$ cat config.mk
export PLATFORM = sky130hd
export DESIGN_NAME = sais_frame_gen
export DESIGN_NICKNAME = d
export VERILOG_FILES = /design/src/rtl/sais_pkg.sv /design/src/rtl/sais_pos_ctr.sv /design/src/rtl/sais_scr.sv /design/src/rtl/sais_oh_regs.sv /design/src/rtl/sais_frame_gen.sv
export SDC_FILE = /design/constraint.sdc
export NUM_CORES = 1
export LEC_CHECK = 0
export BUFFER_PORTS_ARGS = -buffer_cell sky130_fd_sc_hd__buf_2
export CORE_ASPECT_RATIO = 0.7
export CORE_MARGIN = 4
export CORE_UTILIZATION = 56
export DETAILED_ROUTE_END_ITERATION = 8
export PLACE_DENSITY = 0.84
export SYNTH_ARGS = -nofsm -noshare
export SYNTH_HDL_FRONTEND = slang
export SYNTH_HIERARCHICAL = 1
export SYNTH_SLANG_ARGS = --single-unit
export TNS_END_PERCENT = 50
$ cat constraint.sdc
create_clock -name clk -period 11.4 [get_ports clk]
set_input_delay 3.42 -clock clk [delete_from_list [all_inputs] [get_ports clk]]
set_output_delay 3.42 -clock clk [all_outputs]
set_load 0.02 [all_outputs]
$ cat src/rtl/sais_pkg.sv
package sais_pkg;
    parameter int unsigned BYTE_W   = 8;
    parameter int unsigned ROWS     = 9;
    parameter int unsigned GRPS     = 90;
    parameter int unsigned TOH_GRPS = 3;
    parameter int unsigned SOH_ROWS = 3;
    parameter int unsigned MAX_CH   = 48;
    parameter int unsigned B2_ROW   = 4;

    localparam int unsigned OH_NUM = ROWS * TOH_GRPS;
    localparam int unsigned ROW_W  = $clog2(ROWS);
    localparam int unsigned GRP_W  = $clog2(GRPS);
    localparam int unsigned CH_W   = $clog2(MAX_CH);
    localparam int unsigned OH_AW  = $clog2(OH_NUM);
    localparam int unsigned B2_IDX = B2_ROW * TOH_GRPS;

    localparam logic [BYTE_W-1:0] A1_PAT   = 8'hF6;
    localparam logic [BYTE_W-1:0] A2_PAT   = 8'h28;
    localparam logic [BYTE_W-1:0] AIS_FILL = 8'hFF;

    typedef enum logic [1:0] {
        RATE_N3  = 2'd0,
        RATE_N12 = 2'd1,
        RATE_N48 = 2'd2,
        RATE_RSV = 2'd3
    } rate_e;

    typedef struct packed {
        logic [ROW_W-1:0] row;
        logic [GRP_W-1:0] grp;
        logic [CH_W-1:0]  ch;
    } fpos_t;

    function automatic logic [CH_W-1:0] last_ch(input logic [1:0] rate);
        case (rate_e'(rate))
            RATE_N12: return CH_W'(11);
            RATE_N48: return CH_W'(47);
            default:  return CH_W'(2);
        endcase
    endfunction
endpackage

$ cat src/rtl/sais_pos_ctr.sv
module sais_pos_ctr
    import sais_pkg::*;
(
    input  logic       clk,
    input  logic       rst_n,
    input  logic [1:0] rate,
    input  logic       restart,
    output fpos_t      cur,
    output logic       at_start
);
    typedef struct packed {
        fpos_t nxt;
    } st_t;

    st_t st_d, st_q;

    always_comb begin
        logic [CH_W-1:0] lc;
        st_d = st_q;
        lc   = last_ch(rate);
        cur  = restart ? '0 : st_q.nxt;
        at_start = (cur == '0);
        if (cur.ch >= lc) begin
            st_d.nxt.ch = '0;
            if (cur.grp >= GRP_W'(GRPS - 1)) begin
                st_d.nxt.grp = '0;
                if (cur.row >= ROW_W'(ROWS - 1)) st_d.nxt.row = '0;
                else                              st_d.nxt.row = cur.row + 1'b1;
            end else begin
                st_d.nxt.grp = cur.grp + 1'b1;
                st_d.nxt.row = cur.row;
            end
        end else begin
            st_d.nxt     = cur;
            st_d.nxt.ch  = cur.ch + 1'b1;
        end
    end

    always_ff @(posedge clk) begin
        if (!rst_n) st_q <= '0;
        else        st_q <= st_d;
    end
endmodule

$ cat src/rtl/sais_scr.sv
module sais_scr
    import sais_pkg::*;
#(
    parameter int unsigned LFSR_W = 7
) (
    input  logic              clk,
    input  logic              rst_n,
    input  logic              restart,
    input  logic              advance,
    output logic [BYTE_W-1:0] key
);
    typedef struct packed {
        logic [BYTE_W-1:0] key;
        logic [LFSR_W-1:0] st;
    } ks_t;

    typedef struct packed {
        logic [LFSR_W-1:0] lfsr;
    } st_t;

    st_t st_d, st_q;

    function automatic ks_t run_byte(input logic [LFSR_W-1:0] seed);
        ks_t r;
        r.st  = seed;
        r.key = '0;
        for (int i = BYTE_W - 1; i >= 0; i--) begin
            r.key[i] = r.st[LFSR_W-1];
            r.st     = {r.st[LFSR_W-2:0], r.st[LFSR_W-1] ^ r.st[LFSR_W-2]};
        end
        return r;
    endfunction

    always_comb begin
        ks_t ks;
        st_d = st_q;
        ks   = run_byte(restart ? '1 : st_q.lfsr);
        key  = ks.key;
        if (restart || advance) st_d.lfsr = ks.st;
    end

    always_ff @(posedge clk) begin
        if (!rst_n) st_q <= '1;
        else        st_q <= st_d;
    end
endmodule

$ cat src/rtl/sais_oh_regs.sv
module sais_oh_regs
    import sais_pkg::*;
(
    input  logic              clk,
    input  logic              rst_n,
    input  logic              we,
    input  logic [OH_AW-1:0]  waddr,
    input  logic [BYTE_W-1:0] wdata,
    input  logic              winh,
    input  logic [OH_AW-1:0]  raddr,
    output logic [BYTE_W-1:0] rdata,
    output logic              rinh
);
    typedef struct packed {
        logic              inh;
        logic [BYTE_W-1:0] val;
    } ohe_t;

    typedef struct packed {
        ohe_t [OH_NUM-1:0] ent;
    } st_t;

    st_t st_d, st_q;

    always_comb begin
        st_d = st_q;
        if (we && (waddr < OH_AW'(OH_NUM))) begin
            st_d.ent[waddr].inh = winh;
            st_d.ent[waddr].val = wdata;
        end
        if (raddr < OH_AW'(OH_NUM)) begin
            rdata = st_q.ent[raddr].val;
            rinh  = st_q.ent[raddr].inh;
        end else begin
            rdata = '0;
            rinh  = 1'b1;
        end
    end

    always_ff @(posedge clk) begin
        if (!rst_n) begin
            for (int i = 0; i < OH_NUM; i++) begin
                st_q.ent[i].inh <= 1'b1;
                st_q.ent[i].val <= '0;
            end
        end else begin
            st_q <= st_d;
        end
    end
endmodule

$ cat src/rtl/sais_frame_gen.sv
module sais_frame_gen
    import sais_pkg::*;
(
    input  logic              clk,
    input  logic              rst_n,
    input  logic [1:0]        rate_sel,
    input  logic              ais_en,
    input  logic              b2_calc_en,
    input  logic              a1a2_refresh,
    input  logic              scr_dis,
    input  logic [BYTE_W-1:0] rx_data,
    input  logic              rx_sof,
    input  logic              oh_we,
    input  logic [OH_AW-1:0]  oh_addr,
    input  logic [BYTE_W-1:0] oh_data,
    input  logic              oh_inh,
    output logic [BYTE_W-1:0] tx_data,
    output logic              tx_sof
);
    typedef struct packed {
        logic              ais_hold;
        logic [BYTE_W-1:0] b2_acc;
        logic [BYTE_W-1:0] b2_prev;
        logic [BYTE_W-1:0] tx_data;
        logic              tx_sof;
    } st_t;

    st_t st_d, st_q;

    fpos_t rx_pos, gen_pos, act_pos;
    logic  rx_start, gen_start, act_start;
    logic  ais_cur, is_oh, a1_slot, a2_slot, hdr_toh;
    logic  scr_restart, b2_region, b2_slot;
    logic  [OH_AW-1:0]  oh_idx;
    logic  [BYTE_W-1:0] oh_val, key;
    logic  oh_val_inh;

    // receive-aligned position and free-running generator position
    sais_pos_ctr u_rx_ctr (
        .clk      (clk),
        .rst_n    (rst_n),
        .rate     (rate_sel),
        .restart  (rx_sof),
        .cur      (rx_pos),
        .at_start (rx_start)
    );

    sais_pos_ctr u_gen_ctr (
        .clk      (clk),
        .rst_n    (rst_n),
        .rate     (rate_sel),
        .restart  (1'b0),
        .cur      (gen_pos),
        .at_start (gen_start)
    );

    // position decode
    always_comb begin
        ais_cur     = gen_start ? ais_en : st_q.ais_hold;
        act_pos     = ais_cur ? gen_pos : rx_pos;
        act_start   = ais_cur ? gen_start : rx_start;
        hdr_toh     = (act_pos.row == '0) && (act_pos.grp < GRP_W'(TOH_GRPS));
        is_oh       = (act_pos.grp < GRP_W'(TOH_GRPS)) && (act_pos.ch == '0);
        oh_idx      = OH_AW'(act_pos.row) * OH_AW'(TOH_GRPS) + OH_AW'(act_pos.grp);
        a1_slot     = (act_pos.row == '0) && (act_pos.grp == GRP_W'(0));
        a2_slot     = (act_pos.row == '0) && (act_pos.grp == GRP_W'(1));
        scr_restart = (act_pos.row == '0) && (act_pos.grp == GRP_W'(TOH_GRPS))
                      && (act_pos.ch == '0);
        b2_region   = (act_pos.ch == '0)
                      && !((act_pos.row < ROW_W'(SOH_ROWS)) && (act_pos.grp < GRP_W'(TOH_GRPS)));
        b2_slot     = is_oh && (oh_idx == OH_AW'(B2_IDX));
    end

    sais_oh_regs u_oh_regs (
        .clk   (clk),
        .rst_n (rst_n),
        .we    (oh_we),
        .waddr (oh_addr),
        .wdata (oh_data),
        .winh  (oh_inh),
        .raddr (oh_idx),
        .rdata (oh_val),
        .rinh  (oh_val_inh)
    );

    sais_scr #(.LFSR_W(7)) u_scr (
        .clk     (clk),
        .rst_n   (rst_n),
        .restart (scr_restart),
        .advance (!hdr_toh),
        .key     (key)
    );

    // next state
    always_comb begin
        logic [BYTE_W-1:0] base, pre;
        st_d = st_q;
        st_d.ais_hold = ais_cur;

        if (ais_cur) begin
            if (a1_slot)      base = A1_PAT;
            else if (a2_slot) base = A2_PAT;
            else              base = AIS_FILL;
        end else begin
            base = rx_data;
        end

        pre = base;
        if (is_oh && !oh_val_inh) pre = oh_val;
        if (ais_cur && b2_slot) begin
            if (b2_calc_en) pre = st_q.b2_prev ^ (oh_val_inh ? '0 : oh_val);
            else            pre = AIS_FILL;
        end
        if (a1a2_refresh && a1_slot) pre = A1_PAT;
        if (a1a2_refresh && a2_slot) pre = A2_PAT;

        if (act_start) begin
            st_d.b2_prev = st_q.b2_acc;
            st_d.b2_acc  = '0;
        end else if (b2_region) begin
            st_d.b2_acc  = st_q.b2_acc ^ pre;
        end

        st_d.tx_data = (scr_dis || hdr_toh) ? pre : (pre ^ key);
        st_d.tx_sof  = act_start;
    end

    always_ff @(posedge clk) begin
        if (!rst_n) st_q <= '0;
        else        st_q <= st_d;
    end

    assign tx_data = st_q.tx_data;
    assign tx_sof  = st_q.tx_sof;
endmodule

==> flow_summary.yaml <==
status:
  status: "completed"
logic_synthesis:
  synth_area_um2: 16400
  yosysMostFrequentCell: "dfxtp_1"
  synth_cell_type_count: 82
  ys_seq_area_share_pct: 37.9
  postSynthCellCount: 1808
  yosysTopAreaCell: "dfxtp_1"
  yosys_warnings: 6
  synth-main-ff-cell: "dfxtp_1"
  ys_ff_latch: 310
  synth_top_area_share_pct: 37.9
  synthArstFlopShare_pct: 0
  yosys-top-cells-count: "310 x dfxtp_1, 249 x nand2_1, 158 x nand3_1"
  synth_area_leaders: "dfxtp_1 38%, mux4_2 7.2%, a21boi_0 7.1%, mux2i_1 6.2%, nand2_1 5.7%"
  synth_edf_count: 0
  avgSynthCellArea_um2: 9.06
clock_network:
  cts_sinks: 310
  clock-root-buffer: "clkbuf_16"
  clkSlewWorstSetupHoldPaths_ps: 60
  clk_latency_ps: 590
  h-tree-depth: 1
  ctsResizeCount: 0
  cts_setup_buffers: 0
  clockBufferDepth: 3
  cts_tree: "done"
  holdBufCountCts: 0
  cts_buffers: 31
floorplan:
  die_area_um2: 32100
  io-pin-count: 41
  fp.coreArea_um2: 28900
  die_w_um: 212
  start_util_pct: 56.7
  chipHeight_um: 151
  rows: 52
sta:
  fin_skew_ps: 24.0
  finalHoldViolCount: 0
  report.final.slew_viol_count: 0
  rsz0062_at_grt: "false"
  max_freq_mhz: 119
  final.period_utilization_pct: 73.8
  tightest_slew_ps: 1250
  holdWs_ps: 467
  setup_violations: 0
  finalWorstSetupSlack_ps: 2990
  maxSlewHeadroom_pct: 16.3
  period_needed_ps: 8410
  fin_tns_setup_ps: 0
power_and_ir_drop:
  seqPwrFrac_pct: 47.5
  leakage_nw: 6.15
  p_per_area_nw_per_um2: 133
  p_sw_mw: 0.572
  p_clk_share_pct: 44.8
  combPwrFrac_pct: 7.7
  ir_drop_v: 0.000126
  power.internal_mw: 1.76
  sw_frac_of_total_pct: 24.5
placement:
  gp_congestion: 0.955
  place_ws_ps: 2530
  dp_hpwl_mm: 27.9
  port_buffers: 40
setup_path:
  cp-start-kind: "primary input"
  r2r_slack_ps: 4610
  cp-end-kind: "flip-flop"
  worstPathArrival_ps: 8930
  crit_fanout: 48
  critPathKind: "primary input to flip-flop"
  cp.required_ps: 11910
detailed_routing:
  vias_per_cell: 6.39
  drtPass1Iterations: 6
  drt_iter0_drc: 1727
  drc_errors: 0
  vias: 13700
  wirelength_mm: 43.6
  wl_per_cell_um: 20.3
  ant_nets: 0
hold_path:
  holdCritPathClass: "flip-flop to flip-flop"
global_routing:
  antenna_found_initial: 0
  grt_pass1_wl_mm: 69.6
  grt-ovfl-total: 0
  track_usage_pct: 26.5
  grt_max_degree: 139
  first_global_vias: 13000
layout:
  area_delta_synth_final_pct: 7.10
  drive_gt1_share_pct: 12.2
  final_nets: 1812
  num_antenna_cells: 0
run:
  maxCapViolations: 0
==> layout by cell type, fill, tap and decap left out, types with 5 or more instances in the layout <==
master / count
inv_1: 32
nand4b_1: 12
nor3_1: 19
and2_1: 6
nand2b_1: 14
or2_2: 7
a31oi_1: 5
o2bb2ai_1: 9
xnor2_1: 12
clkbuf_1: 7
ha_1: 26
mux2i_1: 102
nand2_1: 249
clkbuf_16: 31
a21oi_1: 33
or4_1: 6
a22o_1: 9
o211ai_1: 19
clkbuf_8: 5
nor2_2: 9
dfxtp_1: 310
a21boi_0: 154
o21ai_0: 86
mux2_2: 13
nand3_1: 158
and3_1: 15
nor4_1: 14
nor2b_1: 102
buf_4: 20
a21o_1: 6
nor2_1: 43
a22oi_1: 17
a21boi_1: 13
mux4_2: 52
buf_2: 39
xor2_1: 14
nand4_1: 8
==> through the flow <==
stage                     power, mW  instance area, µm²  cells  util (%)
after global placement         1.30               16500   2094      57.2
after CTS                      2.34               17500   2147      60.7
after global routing           2.40               17500   2147      60.7
after detailed placement       1.31               16500   2094      57.2
final                          2.33               17500   2147      60.7
after floorplan                1.26               16400   1811         -
==> power groups by stage <==
stage | logic (mW) | registers [mW] | clock network, mW
final | 0.180 | 1.11 | 1.04
after global routing | 0.193 | 1.11 | 1.10
after CTS | 0.175 | 1.11 | 1.06
after detailed placement | 0.174 | 1.13 | 0
after global placement | 0.170 | 1.13 | 0
after floorplan | 0.133 | 1.13 | 0
==> area by class of cell <==
| type | count | area (µm²) |
|---|---|---|
| sequential | 310 | 6210 |
| clock buffer | 43 | 871 |
| inverter | 32 | 120 |
| timing repair buffer | 60 | 357 |
| clock inverter | 10 | 148 |
| tap | 378 | 473 |
| multi-input combinational | 1314 | 9370 |
| fill | 2356 | 11300 |
==> worst max-delay path, stage by stage <==
cell and delay, ps:
buf_2 110, mux2i_1 620, nand2_1 130, nand2_1 180
inv_1 80, fa_1 500, inv_1 60, ha_4 770
buf_4 450, mux4_2 370, mux2i_1 170, o22ai_1 100
a21o_1 210, inv_1 320, a32oi_2 320, nor3b_1 230
o31a_2 330, or3_1 320, a21oi_1 180
==> registers in the layout, indices dropped and copies added (netlist names) <==
| name | count |
|---|---|
| tx_sof | 1 |
| u_rx_ctr/st_q | 17 |
| st_q | 17 |
| tx_data | 8 |
| u_oh_regs/st_q | 243 |
| u_gen_ctr/st_q | 17 |
| u_scr/st_q | 7 |
==> metal layers <==
metal / up-vias / GRT usage (%) / wire length, µm
met5: - / 0 / 0
met1: 6673 / 39.1 / 19100
li1: 6281 / - / -
met2: 668 / 40.0 / 19200
met4: 0 / 7.02 / 1130
met3: 106 / 5.01 / 4160
==> worst paths after layout <==
path                                         start            endpoint  cells after the start
worst min register to register  u_oh_regs/st_q[82]  u_oh_regs/st_q[82]                      2
worst max register to register   u_gen_ctr/st_q[6]            st_q[22]                     22
worst min-delay path            u_oh_regs/st_q[82]  u_oh_regs/st_q[82]                      2
worst max-delay path                        ais_en            st_q[22]                     19
==> logic make-up after synthesis <==
kind of cell	Yosys count	synth area share, %
DFF	310	37.9
AOI/OAI and AO/OA	386	16.5
adders and majority gates	31	2.51
muxes	168	14.4
xor gates and xnor gates	27	1.53
and+or+nand+nor	698	21.9
other	1	0.0229
buffers and inverters	187	5.24
(Power assumes the default switching activity.)
